File: config.mk
export PLATFORM = sky130hd
export DESIGN_NAME = axis_count_source
export DESIGN_NICKNAME = d
export VERILOG_FILES = /design/src/rtl/axis_count_source.sv
export SDC_FILE = /design/constraint.sdc
export NUM_CORES = 1
export LEC_CHECK = 0
export ABC_AREA = 1
export BUFFER_PORTS_ARGS = -buffer_cell sky130_fd_sc_hd__buf_4
export CORE_UTILIZATION = 45
export DETAILED_ROUTE_END_ITERATION = 10
export PLACE_DENSITY = 0.75
export SETUP_SLACK_MARGIN = 0.1
export SYNTH_ARGS = -nofsm -noshare
export SYNTH_HDL_FRONTEND = slang
export SYNTH_SLANG_ARGS = --single-unit
File: constraint.sdc
create_clock -name clk -period 1.6 [get_ports clk]
set_input_delay 0.24 -clock clk [delete_from_list [all_inputs] [get_ports clk]]
set_output_delay 0.24 -clock clk [all_outputs]
set_load 0.03 [all_outputs]
File: src/rtl/axis_count_source.sv
module axis_count_source #(
  parameter int DATA_W = 32,
  parameter int LEN_W  = 16
) (
  input  logic              clk,
  input  logic              rst_n,
  input  logic              start,
  input  logic [LEN_W-1:0]  limit,
  output logic [DATA_W-1:0] m_tdata,
  output logic              m_tvalid,
  input  logic              m_tready,
  output logic              m_tlast
);

  logic             start_q;
  logic             busy;
  logic [LEN_W-1:0] cnt;
  logic [LEN_W-1:0] lim_q;
  logic             launch;
  logic             fire;
  logic             at_end;

  assign launch = start & ~start_q;
  assign fire   = busy & m_tready;
  assign at_end = (cnt == lim_q);

  always_ff @(posedge clk) begin
    if (!rst_n) begin
      start_q <= 1'b0;
      busy    <= 1'b0;
      cnt     <= '0;
      lim_q   <= '0;
    end else begin
      start_q <= start;
      if (!busy) begin
        if (launch) begin
          busy  <= 1'b1;
          cnt   <= '0;
          lim_q <= limit;
        end
      end else if (fire) begin
        if (at_end) busy <= 1'b0;
        else        cnt  <= cnt + 1'b1;
      end
    end
  end

  assign m_tvalid = busy;
  assign m_tlast  = busy & at_end;

  always_comb begin
    m_tdata            = '0;
    m_tdata[LEN_W-1:0] = cnt;
  end

  AST_LAUNCH_AT_ZERO: assert property (@(posedge clk) disable iff (!rst_n)
    $rose(m_tvalid) |-> (m_tdata == '0) && $past(start));
  AST_STEP_ON_ACCEPT: assert property (@(posedge clk) disable iff (!rst_n)
    (m_tvalid && m_tready && !m_tlast) |=> (m_tvalid && m_tdata == $past(m_tdata) + 1'b1));
  AST_HOLD_ON_STALL: assert property (@(posedge clk) disable iff (!rst_n)
    (m_tvalid && !m_tready) |=> (m_tvalid && $stable(m_tdata) && $stable(m_tlast)));
  AST_LAST_NEEDS_VALID: assert property (@(posedge clk) disable iff (!rst_n)
    m_tlast |-> m_tvalid);
  AST_IDLE_AFTER_LAST: assert property (@(posedge clk) disable iff (!rst_n)
    (m_tvalid && m_tready && m_tlast) |=> !m_tvalid);

endmodule

==> Yosys cells after proc, flatten, opt, wreduce, memory -nomap -nowiden <==
Cells that the tools add are included.
{ "word_totals": {"in_bits": 20, "out_inout_bits": 34, "regBits": 34} }
{ "classes": {"n_addsub": 1, "n_reduce_logical": 3, "bitwise": 5, "n_mux": 8, "eq_ne": 3} }
{ "ops": {"columns": ["op", "n"], "rows": [
  ["16-bit two-way mux", 4],
  ["16-bit by 1-bit adder with 16-bit output, second input constant", 1],
  ["16-bit equality test", 1],
  ["1-bit two-way mux", 4],
  ["1-bit bitwise AND", 3],
  ["3-bit AND reduction", 1],
  ["2-bit by 1-bit != test with 1-bit output, second input constant", 1],
  ["2-bit != test, second input constant", 1],
  ["1-bit inverter", 2],
  ["2-bit AND reduction", 1],
  ["2-bit nonzero test", 1]
]} }

==> Depth between registers and ports, before layout <==
{ "depth": {"word_depth": 4, "depth_mapped": 13} }

==> Worst setup path before layout <==
Ideal clock, no wire load.
{ "synth_timing": {"kind": "register to output", "from": "register cnt[11]", "to": "output port m_tlast", "t_arrival_ns": 1.574, "stages_incl_launch_ff": 10, "required_time_ns": 1.360, "path_slack_ns": -0.214, "path_buffers": 1, "path_cell_list": "dfxtp_1 -> buf_2 -> inv_2 -> nand2_1 -> nand2_1 -> nor2_1 -> nand2_1 -> nor2_4 -> nand2_4 -> nor2_1"} }
{ "synth_via": {"elab_chain_cells": 2} }
{ "synth_lines": {"columns": ["item", "line_no", "text"], "rows": [
  ["from (decl)", "17", "logic [LEN_W-1:0] cnt;"],
  ["from (signal assigned)", "43", "else cnt <= cnt + 1'b1;"],
  ["16-bit equality test", "25", "assign at_end = (cnt == lim_q);"],
  ["1-bit bitwise AND", "49", "assign m_tlast = busy & at_end;"],
  ["to (decl)", "12", "output logic m_tlast"]
]} }
No other way between the ends.

==> Worst setup path after layout <==
{ "layout_timing": {"from": "register cnt[3]", "to": "output port m_tlast"} }
Same word-level chain as after synthesis.

==> flow_summary.html <==
<table>
<tr><th>Metric</th><th>Value</th></tr>
<tr><th colspan="2">Routing</th></tr>
<tr><td>Remaining routing DRC violations</td><td>8</td></tr>
<tr><td>Ratio of routed vias to standard cells</td><td>5.13</td></tr>
<tr><td>Number of iterations in the first detailed-routing pass</td><td>8</td></tr>
<tr><td>Starting DRT DRC Count</td><td>181</td></tr>
<tr><td>Post-detailed-route count of antenna-violating nets</td><td>0</td></tr>
<tr><td>Post-DR wirelength/cell</td><td>13.4 um</td></tr>
<tr><td>Total detailed-routing wirelength</td><td>5.93 mm</td></tr>
<tr><td>Total number of vias</td><td>2,273</td></tr>
<tr><th colspan="2">GRT</th></tr>
<tr><td>Number of antenna violations at the first check in global routing</td><td>0</td></tr>
<tr><td>Busiest grt layer</td><td>met2</td></tr>
<tr><td>Number of global-route vias before repair</td><td>2,111</td></tr>
<tr><td>Met2 track demand over resource in global routing</td><td>42.8%</td></tr>
<tr><td>Met1 Usage GRT</td><td>29.6%</td></tr>
<tr><td>GRT Residual Overflow</td><td>0</td></tr>
<tr><td>Global Route met3 Usage</td><td>3.61%</td></tr>
<tr><td>Total GRT Usage</td><td>24.3%</td></tr>
<tr><td>Maximum number of pins on one net before global-route repair</td><td>43</td></tr>
<tr><td>Wire length of the first global-routing pass</td><td>9.41 mm</td></tr>
<tr><th colspan="2">Logic synthesis</th></tr>
<tr><td>Largest area contributor in the netlist</td><td>sky130_fd_sc_hd__dfxtp_1</td></tr>
<tr><td>Area fraction in compound gates after synthesis</td><td>13.4%</td></tr>
<tr><td>Number of flip-flops and latches in the synthesized netlist</td><td>34</td></tr>
<tr><td>Area share of the largest cell type after synthesis</td><td>32.2%</td></tr>
<tr><td>Number of standard cells after synthesis</td><td>331</td></tr>
<tr><td>Top cells by area in the synthesized netlist</td><td>sky130_fd_sc_hd__dfxtp_1, sky130_fd_sc_hd__nand2_1, sky130_fd_sc_hd__inv_1, sky130_fd_sc_hd__nor2_1, sky130_fd_sc_hd__a21oi_1</td></tr>
<tr><td>Main combinational cell family by area after synthesis</td><td>simple AND/OR/NAND/NOR gates</td></tr>
<tr><td>Cell area after synthesis</td><td>0.00211 mm2</td></tr>
<tr><td>Sequential element share of the synthesized area</td><td>32.2%</td></tr>
<tr><td>Post-synthesis area per instance</td><td>6.38 um2</td></tr>
<tr><td>Count of cell types in the netlist</td><td>28</td></tr>
<tr><td>Share of synthesized area spent on multiplexers</td><td>0%</td></tr>
<tr><td>Adder-cell area share of the yosys netlist</td><td>0.592%</td></tr>
<tr><td>Post-Synth XOR/XNOR Area</td><td>1.66%</td></tr>
<tr><td>Post-synthesis simple-gate area fraction</td><td>34.9%</td></tr>
<tr><td>Warnings, synthesis</td><td>0</td></tr>
<tr><th colspan="2">Layout</th></tr>
<tr><td>Number of inserted diodes</td><td>0</td></tr>
<tr><td>Area of the multi-input gates</td><td>0.00139 mm2</td></tr>
<tr><td>Net total in the final layout</td><td>411</td></tr>
<tr><td>Share of post-route cells with drive strength above 1</td><td>41.2%</td></tr>
<tr><td>Final Core Density</td><td>66.4%</td></tr>
<tr><td>FF+latch area</td><td>743 um2</td></tr>
<tr><td>Syn-to-layout area delta</td><td>39.7%</td></tr>
<tr><td>Post-route cell area</td><td>0.00295 mm2</td></tr>
<tr><td>Filler cell count in the final layout</td><td>410</td></tr>
<tr><th colspan="2">STA</th></tr>
<tr><td>Worst setup margin</td><td>-121 ps</td></tr>
<tr><td>Fin Setup TNS</td><td>-272 ps</td></tr>
<tr><td>Unrepaired setup endpoints after global routing</td><td>yes</td></tr>
<tr><td>Count of pins over their slew limit</td><td>0</td></tr>
<tr><td>Total of endpoints with negative setup slack in the final report</td><td>10</td></tr>
<tr><td>Final hold violations</td><td>0</td></tr>
<tr><td>Highest attainable clock frequency</td><td>581 MHz</td></tr>
<tr><td>Worst clock skew on the final layout</td><td>4.55 ps</td></tr>
<tr><td>Crit share post-route</td><td>108%</td></tr>
<tr><td>Shortest clock period the worst path allows after layout</td><td>1720 ps</td></tr>
<tr><th colspan="2">Worst setup path</th></tr>
<tr><td>CP Data Arrival Time</td><td>1480 ps</td></tr>
<tr><td>Required time at the endpoint of the critical path</td><td>1360 ps</td></tr>
<tr><td>Critical Path Fanout Max</td><td>4</td></tr>
<tr><td>Kind of end point of the critical path</td><td>primary output</td></tr>
<tr><td>CP startpoint kind</td><td>flop</td></tr>
<tr><td>Kind of critical path</td><td>flop to primary output</td></tr>
<tr><th colspan="2">Flow run</th></tr>
<tr><td>Max-cap violations</td><td>0</td></tr>
<tr><th colspan="2">Die</th></tr>
<tr><td>Placement Rows</td><td>24</td></tr>
<tr><td>Width of the die</td><td>70.5 um</td></tr>
<tr><td>Die Span Y</td><td>70.5 um</td></tr>
<tr><td>Effective utilization at floorplan</td><td>47.5%</td></tr>
<tr><td>Core Area</td><td>0.00444 mm2</td></tr>
<tr><td>IO Count</td><td>54</td></tr>
<tr><td>Total Die Area</td><td>0.00497 mm2</td></tr>
<tr><th colspan="2">Outcome</th></tr>
<tr><td>Violated checks</td><td>DRC, setup timing</td></tr>
<tr><td>Result of the run</td><td>complete, but fails checks</td></tr>
<tr><th colspan="2">Placement</th></tr>
<tr><td>Post-placement worst setup slack</td><td>3.78 ps</td></tr>
<tr><td>GP Congestion</td><td>0.869</td></tr>
<tr><td>HPWL after detailed placement</td><td>3.44 mm</td></tr>
<tr><td>IO buf count</td><td>37</td></tr>
<tr><td>Dpl cell area</td><td>0.00244 mm2</td></tr>
<tr><th colspan="2">Clocking</th></tr>
<tr><td>Clk_lat worst skew</td><td>300 ps</td></tr>
<tr><td>Number of buffers created by CTS</td><td>5</td></tr>
<tr><td>Clock transition at the registers of the reported paths</td><td>70 ps</td></tr>
<tr><td>Maximum buffer depth of the clock tree</td><td>2</td></tr>
<tr><td>CTS tree</td><td>done</td></tr>
<tr><td>Total number of H-tree levels</td><td>2</td></tr>
<tr><td>CTS Root Buffer Type</td><td>sky130_fd_sc_hd__clkbuf_8</td></tr>
<tr><td>Number of sinks on the clock net</td><td>34</td></tr>
<tr><th colspan="2">Pwr</th></tr>
<tr><td>Total leakage power</td><td>1.38 nW</td></tr>
<tr><td>Overall Power</td><td>2.01 mW</td></tr>
<tr><td>Power density normalized to cell area</td><td>681 mW/mm2</td></tr>
<tr><td>Worst vdd ir</td><td>574 uV</td></tr>
<tr><th colspan="2">Worst hold path</th></tr>
<tr><td>Worst hold path class</td><td>input port to flop</td></tr>
</table>
==> sequential cells by signal, summed over array words and instances (netlist names) <==
signal,count
start_q,1
cnt,16
m_tvalid,1
lim_q,16
==> cells by family (layout without fill, tap and decap cells) <==
logic type | count (synthesis) | count (layout)
AOI/OAI and AO/OA | 51 | 51
DFF | 34 | 34
buffers and inverters | 72 | 114
other | 1 | 16
xor gates and xnor gates | 4 | 4
and+or+nand+nor | 168 | 171
adders and majority gates | 1 | 1
==> synthesized netlist by cell type, drive strengths merged <==
cell type  instances
nor3               8
inv               43
buf               24
dfxtp             34
nand2             92
o211ai             1
clkbuf             5
a21oi             31
xor2               4
nand4              3
o21ai             18
a21boi             1
conb               1
nor2              41
nand3             24
ha                 1
==> report_power, final <==
group	switching, mW	internal, mW
clock network	0.334	0.290
logic	0.310	0.166
registers	0.0340	0.876
total	0.678	1.33
==> per-stage QoR <==
stage               cells  hold slack, ps
floorplan             346             333
global placement      413             428
detailed placement    413             434
CTS                   436             128
global route          443             151
finish                443             123
==> metal layers <==
layer | vias up | routed length (um)
met2 | 76 | 3040
met1 | 1055 | 2370
li1 | 1129 | -
met3 | 13 | 421
met4 | 0 | 106
met5 | - | 0
==> final timing paths <==
check	from	end	slack, ps	depth (start not counted)
min	start	start_q	120	3
min reg2reg	lim_q[8]	lim_q[8]	460	2
max	cnt[3]	m_tlast	-120	9
max reg2reg	cnt[3]	cnt[12]	-50	13
==> cell type report <==
type                       instances  area share, %
tap                               52           2.21
clock inverter                     3          0.382
sequential                        34           25.2
clock buffer                       5           2.33
inverter                          43           5.64
timing repair buffer              63           17.1
multi-input combinational        243           47.2
==> repair_timing <==
item,in CTS,in global routing
setup endpoints to repair,15,18
pin swaps,15,23
gates resized for setup,34,46
hold endpoints to repair,0,0
setup buffers,12,8
hold buffers,0,0
cloned,3,0
==> critical path, cell delays in order, from the launching register on <==
cell and delay (ps):
sky130_fd_sc_hd__dfxtp_4 380, sky130_fd_sc_hd__inv_4 40, sky130_fd_sc_hd__nand2_2 50, sky130_fd_sc_hd__nand2_2 50, sky130_fd_sc_hd__nor2_2 110, sky130_fd_sc_hd__nand2_1 70, sky130_fd_sc_hd__nor2_2 170, sky130_fd_sc_hd__nand2_4 90
sky130_fd_sc_hd__nor2_4 80, sky130_fd_sc_hd__buf_6 130
==> layout by cell type, fill, tap and decap left out, types with 2 or more instances in the layout <==
master,n
sky130_fd_sc_hd__buf_4,58
sky130_fd_sc_hd__dfxtp_1,10
sky130_fd_sc_hd__nand2_4,11
sky130_fd_sc_hd__nand2_8,5
sky130_fd_sc_hd__o21ai_0,18
sky130_fd_sc_hd__dfxtp_2,11
sky130_fd_sc_hd__a21oi_1,20
sky130_fd_sc_hd__clkinv_1,3
sky130_fd_sc_hd__buf_6,3
sky130_fd_sc_hd__nor2_1,31
sky130_fd_sc_hd__clkbuf_8,5
sky130_fd_sc_hd__nor2_4,4
sky130_fd_sc_hd__inv_1,30
sky130_fd_sc_hd__nand3_2,6
sky130_fd_sc_hd__xor2_1,4
sky130_fd_sc_hd__nor3_1,6
sky130_fd_sc_hd__conb_1,16
sky130_fd_sc_hd__nand3_1,18
sky130_fd_sc_hd__dfxtp_4,13
sky130_fd_sc_hd__nor2_2,6
sky130_fd_sc_hd__nand4_1,3
sky130_fd_sc_hd__inv_4,2
sky130_fd_sc_hd__a21oi_2,11
sky130_fd_sc_hd__inv_2,11
sky130_fd_sc_hd__nand2_2,10
sky130_fd_sc_hd__nand2_1,69
(Power assumes the default switching activity.)
